**src/rtl/irq_msg_pkg.sv**
```systemverilog
// Shared constants and types for the interrupt message requester.
package irq_msg_pkg;
    localparam logic [7:0] CODE_ASSERT   = 8'h20;
    localparam logic [7:0] CODE_DEASSERT = 8'h24;

    typedef enum logic [1:0] {
        LG_IDLE = 2'd0,
        LG_REQ  = 2'd1,
        LG_TX   = 2'd2
    } legacy_state_t;
endpackage

```
**src/rtl/intx_msg_fsm.sv**
```systemverilog
// Legacy interrupt sequencer.
// Compares the wanted level (status AND NOT disable) with the level last
// reported upstream, and requests one message per difference.
// Assumes msg_sent arrives only after msg_accept for the same message.
module intx_msg_fsm
    import irq_msg_pkg::*;
(
    input  logic       clk,
    input  logic       rst_n,
    input  logic       lvl_i,
    input  logic       off_i,
    input  logic       accept_i,
    input  logic       sent_i,
    output logic       valid_o,
    output logic [7:0] code_o,
    output logic       ack_o
);
    legacy_state_t state_q;
    logic          up_q;      // level last reported upstream
    logic          pend_q;    // level carried by the pending message
    logic          want;

    // Level the upstream side should see.
    always_comb want = lvl_i & ~off_i;

    // Sequencer: issue, wait for accept, wait for sent, acknowledge.
    always_ff @(posedge clk) begin
        if (!rst_n) begin
            state_q <= LG_IDLE;
            up_q    <= 1'b0;
            pend_q  <= 1'b0;
            code_o  <= CODE_DEASSERT;
            ack_o   <= 1'b0;
        end else begin
            ack_o <= 1'b0;
            unique case (state_q)
                LG_IDLE: if (want != up_q) begin
                    pend_q  <= want;
                    code_o  <= want ? CODE_ASSERT : CODE_DEASSERT;
                    state_q <= LG_REQ;
                end
                LG_REQ: if (accept_i) state_q <= LG_TX;
                LG_TX: if (sent_i) begin
                    up_q    <= pend_q;
                    ack_o   <= 1'b1;
                    state_q <= LG_IDLE;
                end
                default: state_q <= LG_IDLE;
            endcase
        end
    end

    // Request is valid only while waiting for acceptance.
    always_comb valid_o = (state_q == LG_REQ);
endmodule

```
**src/rtl/msi_data_merge.sv**
```systemverilog
// MSI data former.
// Replaces the low N base bits with vector bits, where N is the log2
// vector count, clamped to the vector width.
// Purely combinational; assumes DATA_W >= VEC_W.
module msi_data_merge #(
    parameter int DATA_W = 16,
    parameter int VEC_W  = 5,
    parameter int MME_W  = 3
) (
    input  logic [DATA_W-1:0] base_i,
    input  logic [VEC_W-1:0]  vec_i,
    input  logic [MME_W-1:0]  mme_i,
    output logic [DATA_W-1:0] data_o
);
    logic [VEC_W-1:0] mask;
    int               nbits;

    // Clamp the enabled bit count to the vector width.
    always_comb nbits = (int'(mme_i) > VEC_W) ? VEC_W : int'(mme_i);

    // One mask bit per vector bit position.
    for (genvar i = 0; i < VEC_W; i++) begin : g_mask
        assign mask[i] = (i < nbits);
    end

    // Merge vector bits under the mask into the base data.
    always_comb begin
        data_o             = base_i;
        data_o[VEC_W-1:0]  = (base_i[VEC_W-1:0] & ~mask) | (vec_i & mask);
    end
endmodule

```
**src/rtl/msi_req_ctrl.sv**
```systemverilog
// MSI request holder.
// Latches data on a request, holds it until accepted, then pulses an ack.
// New requests while one is pending are dropped.
module msi_req_ctrl #(
    parameter int DATA_W = 16
) (
    input  logic              clk,
    input  logic              rst_n,
    input  logic              req_i,
    input  logic [DATA_W-1:0] data_i,
    input  logic              accept_i,
    output logic              valid_o,
    output logic [DATA_W-1:0] data_o,
    output logic              ack_o
);
    // Hold register and acknowledge pulse.
    always_ff @(posedge clk) begin
        if (!rst_n) begin
            valid_o <= 1'b0;
            data_o  <= '0;
            ack_o   <= 1'b0;
        end else begin
            ack_o <= 1'b0;
            if (valid_o) begin
                if (accept_i) begin
                    valid_o <= 1'b0;
                    ack_o   <= 1'b1;
                end
            end else if (req_i) begin
                valid_o <= 1'b1;
                data_o  <= data_i;
            end
        end
    end
endmodule

```
**src/rtl/irq_msg_req.sv**
```systemverilog
// Interrupt message requester (top).
// Legacy level-to-message sequencing plus MSI data forming and holding.
// All handshakes are synchronous to clk.
module irq_msg_req #(
    parameter int DATA_W = 16,
    parameter int VEC_W  = 5,
    parameter int MME_W  = 3
) (
    input  logic              clk,
    input  logic              rst_n,
    input  logic              intx_level,
    output logic              intx_ack,
    input  logic              cfg_intx_off,
    output logic              msg_valid,
    output logic [7:0]        msg_code,
    input  logic              msg_accept,
    input  logic              msg_sent,
    input  logic              msi_req,
    input  logic [VEC_W-1:0]  msi_vec,
    input  logic [DATA_W-1:0] cfg_msi_base,
    input  logic [MME_W-1:0]  cfg_msi_mme,
    output logic              msi_valid,
    output logic [DATA_W-1:0] msi_data,
    input  logic              msi_accept,
    output logic              msi_ack
);
    logic [DATA_W-1:0] merged;

    intx_msg_fsm u_legacy (
        .clk      (clk),
        .rst_n    (rst_n),
        .lvl_i    (intx_level),
        .off_i    (cfg_intx_off),
        .accept_i (msg_accept),
        .sent_i   (msg_sent),
        .valid_o  (msg_valid),
        .code_o   (msg_code),
        .ack_o    (intx_ack)
    );

    msi_data_merge #(.DATA_W(DATA_W), .VEC_W(VEC_W), .MME_W(MME_W)) u_merge (
        .base_i (cfg_msi_base),
        .vec_i  (msi_vec),
        .mme_i  (cfg_msi_mme),
        .data_o (merged)
    );

    msi_req_ctrl #(.DATA_W(DATA_W)) u_msi (
        .clk      (clk),
        .rst_n    (rst_n),
        .req_i    (msi_req),
        .data_i   (merged),
        .accept_i (msi_accept),
        .valid_o  (msi_valid),
        .data_o   (msi_data),
        .ack_o    (msi_ack)
    );
endmodule

```
**config.mk**
```make
export PLATFORM = sky130hd
export DESIGN_NAME = irq_msg_req
export DESIGN_NICKNAME = d
export VERILOG_FILES = /design/src/rtl/irq_msg_pkg.sv /design/src/rtl/intx_msg_fsm.sv /design/src/rtl/msi_data_merge.sv /design/src/rtl/msi_req_ctrl.sv /design/src/rtl/irq_msg_req.sv
export SDC_FILE = /design/constraint.sdc
export NUM_CORES = 1
export LEC_CHECK = 0
export BUFFER_PORTS_ARGS = -buffer_cell sky130_fd_sc_hd__buf_2
export CAP_MARGIN = 20
export CORE_ASPECT_RATIO = 0.9
export CORE_MARGIN = 2
export CORE_UTILIZATION = 41
export CTS_CLUSTER_SIZE = 12
export DETAILED_ROUTE_END_ITERATION = 10
export GPL_TIMING_DRIVEN = 0
export HOLD_SLACK_MARGIN = 0.05
export PLACE_DENSITY = 0.77
export REMOVE_ABC_BUFFERS = 1
export SYNTH_ARGS = -nofsm -noshare
export SYNTH_HDL_FRONTEND = slang
export SYNTH_SLANG_ARGS = --single-unit
```
**constraint.sdc**
```tcl
create_clock -name clk -period 1.7 [get_ports clk]
set_input_delay 0.425 -clock clk [delete_from_list [all_inputs] [get_ports clk]]
set_output_delay 0.425 -clock clk [all_outputs]
set_load 0.05 [all_outputs]
```
# Word-level counts from Yosys, hierarchy flattened
# Index checks and enable logic that the tools add are counted.
op_classes:
  magnitude_cmp: 6
  eq_ne: 6
  mux: 11
  bitwise_logic: 7
  reduce_logical: 7
op_table:
  columns: ["cell", "n"]
  rows:
  - ["$lt 3x32->1 const A", 2]
  - ["$lt 1x32->1 const A", 1]
  - ["$lt 2x32->1 const A", 1]
  - ["$lt 4x32->1 const A", 1]
  - ["$and 5x5->5", 2]
  - ["$reduce_and 2->1", 5]
  - ["$mux 2", 3]
  - ["$mux 3", 2]
  - ["$pmux 2 s3", 1]
  - ["$mux 1", 5]
  - ["$not 5->5", 1]
  - ["$or 5x5->5", 1]
  - ["$ne 2x1->1 const B", 2]
  - ["$gt 3x3->1 const B", 1]
  - ["$reduce_and 3->1", 1]
  - ["$eq 2x1->1 const B", 1]
  - ["$eq 2x2->1 const B", 1]
  - ["$logic_not 2->1", 1]
  - ["$ne 2x2->1 const B", 1]
  - ["$not 1->1", 2]
  - ["$and 1x1->1", 1]
  - ["$ne 1x1->1", 1]
totals:
  register_bits: 31
  in_bits: 32
  wordCells: 45

# Logic depth before layout (Yosys ltp)
logic_depth:
  word_depth: 6
  depth_mapped: 4
  mapped_depth_nobuf: 3

# Modules after synthesis
# A second synthesis with hierarchy kept.
unflattened:
  hier_cells: 134
  area_unflattened_um2: 1207.4
by_module_without_submodules:
  columns: ["module", "n_inst", "cells_each", "area_each_um2", "seq_area_each_um2"]
  rows:
  - ["msi_req_ctrl", 1, 76, 735.7, 360.3]
  - ["intx_msg_fsm", 1, 38, 314.1, 120.1]
  - ["msi_data_merge", 1, 20, 157.7, 0.0]

# Worst setup path before layout
# No wires, ideal clock.
synth_timing:
  path_kind: "register -> output"
  startpoint: "register u_legacy.state_q[0]"
  endpoint: "output msg_valid"
  t_arrival_ns: 1.067
  required_ns: 1.275
  path_slack_ns: 0.208
  path_stages_with_launch: 3
  cell_sequence: "dfxtp_1 > inv_1 > nor2_1"
synth_between:
  elab_chain_len: 1
synth_rtl:
  columns: ["element", "line_no", "source"]
  rows:
  - ["start: declaration", "intx_msg_fsm.sv:18", "legacy_state_t state_q;"]
  - ["start signal: assignment", "intx_msg_fsm.sv:29", "state_q <= LG_IDLE;"]
  - ["start signal: assignment", "intx_msg_fsm.sv:40", "state_q <= LG_REQ;"]
  - ["start signal: assignment", "intx_msg_fsm.sv:42", "LG_REQ: if (accept_i) state_q <= LG_TX;"]
  - ["$eq 2x1->1", "intx_msg_fsm.sv:54", "always_comb valid_o = (state_q == LG_REQ);"]
  - ["end: declaration", "irq_msg_req.sv:14", "output logic msg_valid,"]
# No other way between the ends.

# Final worst setup path
# Ends and elaborated chain as after synthesis.

==> metrics.cfg <==
[run_status]
status=finished, final reports clean

[timing]
rsz0062_at_grt=no
worst_pin_slew_ns=0.560
finalWorstSetupSlack_ns=0.154
maxSlewHeadroom_pct=62.6
setup_viol=0
min_period_over_period_pct=91.0
fmax_mhz=647
finalCriticalPeriod_ns=1.55
hold_viol=0
holdWs_ns=0.357
finClkSkew_ns=0.00275
finalMaxSlewViolations=0
final.setup.tns_ns=0

[global_route]
grt_max_degree=17
gr-total-overflow=0
grt_pass1_wl_um=3350
grt_usage_pct=14.9
grt_pass1_vias=801
antenna_found_initial=0

[yosys]
syn-instance-count=119
ys_ff_latch=24
netlist-cell-type-count=22
ys_seq_area_share_pct=48.8
avgSynthCellArea_um2=8.27
yosysWarnings=0
syn-cell-area_um2=985

[clocking]
cts-resized-gates=0
cts-root-buf=clkbuf_4
cts.sink_count=24
cts_hold_buf=0
cts_tree=built
cts_made_buffers=3
ctsHtreeMaxLevel=1
max-clock-path-buffers=2
clk_latency_ns=0.29
path_clk_slew_ns=0.12
postCtsSetupRepairBufs=0

[job]
drv_cap=0

[routing]
first_pass_iters=4
vias_per_cell=4.71
vias=923
first_iter_violations=11
remaining_drc_errors=0
wirelength_um=2040
antenna_left=0
wl_per_cell_um=10.4

[hold_path]
min_delay_path_depth=3
min_to=u_msi.data_o[9]
hp-start=cfg_msi_base[9]
holdCritPathClass=in -> reg

[die]
core_area_um2=2220
die_h_um=50.5
rows=16
die_x_um=55.7
initial_core_util_pct=44.3
num_io_pins=60
die_area_um2=2810

[placed_design]
preCtsSetupSlack_ns=0.121
dpl.hpwl_um=1620
dpl-instance-area_um2=1240
port-buffer-count=52
gp_congestion=0.763

[setup_path]
required_ns=1.27
rr_startpoint=u_msi.valid_o
crit_path_start_kind=flop
worstRegToRegCells=4
cp_data_arrival_time_ns=1.12
cp_max_fo=6
end_kind=output port
criticalPathCategory=reg -> out
r2r_setup_slack_ns=0.34
rr_endpoint=u_msi.data_o[3]

[final_layout]
drive_gt1_share_pct=34.3
area_growth_pct=28.3
stdcell_area_um2=1260
layout_common_cells=buf_2 (52), nand2_1 (24), dfxtp_1 (24)
final_common_cell=buf_2
nFillCells=222
diodes=0
final_nets=203

[pwr]
peakVddDrop_uv=584
leakagePower_nw=0.628
p_per_area_nw_per_um2=921
power.total_mw=1.16

## registers in the layout, indices dropped and copies added (netlist names)
register and count:
u_legacy.up_q 1, u_legacy.state_q 2, u_msi.valid_o 1, u_msi.data_o 16, u_legacy.pend_q 1, u_legacy.ack_o 1
u_msi.ack_o 1, u_legacy.code_o 1
## metal layers
layer / track usage [%] / wire length [um]
met5: 0 / 0
met3: 4.90 / 219
met2: 24.4 / 879
met4: 3.66 / 12
met1: 19.0 / 927
## worst max-delay path: stages (launching register included)
cell,delay [ns]
dfxtp_1,0.42
inv_1,0.07
nor2_1,0.08
buf_2,0.26
## report_power, final
group	total, mW	internal [mW]	switching [mW]
sequential	0.619	0.599	0.0202
clock	0.227	0.0823	0.145
combinational	0.317	0.0885	0.229
## cell type report
type	count	area (um2)	share of cell area, %
repair buffers	53	272	21.5
well taps	27	33.8	2.67
inverters	3	11.3	0.891
multi-input cells	86	444	35.1
flip-flops and latches	24	480	38.0
clock buffers	3	22.5	1.78
## metrics by stage
step	std cells	utilization [%]
3_3_place_gp	192	55.3
2_1_floorplan	113	-
3_5_place_dp	193	55.9
4_1_cts	196	56.9
5_1_grt	196	56.9
6_report	196	56.9
## cell usage after synthesis, drive strengths merged
cell | count | share of area [%]
o22a | 1 | 1.0
nand3b | 2 | 1.5
o21ai | 6 | 3.0
a31oi | 1 | 0.64
and3 | 1 | 0.64
o21a | 1 | 0.76
clkbuf | 4 | 1.5
conb | 2 | 0.76
buf | 7 | 5.3
inv | 3 | 1.1
nor2b | 1 | 0.64
nand2b | 3 | 1.9
or2b | 1 | 0.76
a21oi | 21 | 11
or4b | 1 | 1.0
mux2i | 6 | 6.1
a211oi | 1 | 0.76
nor3 | 1 | 0.51
nand2 | 24 | 9.1
nor2 | 7 | 2.7
or2 | 1 | 0.64
dfxtp | 24 | 49
## worst max path at each step
stage,start,endpoint,slack (ns),cells after the start
after floorplan,u_msi.valid_o,u_msi.data_o[3],0.10,3
after global placement,msi_req,u_msi.data_o[4],-0.19,4
after detailed placement,msi_req,u_msi.data_o[3],0.12,5
after CTS,u_legacy.state_q[0],msg_valid,0.13,3
after global routing,u_legacy.state_q[0],msg_valid,0.07,3
final,u_legacy.state_q[0],msg_valid,0.15,3
## cell families (layout without fill, tap and decap cells)
kind of cell | Yosys count | after routing | share of synthesized area, %
AND/OR/NAND/NOR | 42 | 42 | 19.4
AO/OA/AOI/OAI | 31 | 31 | 16.9
flip-flops | 24 | 24 | 48.8
buffers and inverters | 14 | 59 | 8.00
multiplexers | 6 | 6 | 6.10
other | 2 | 7 | 0.763
No activity file was read; power rests on OpenSTA's default activity.
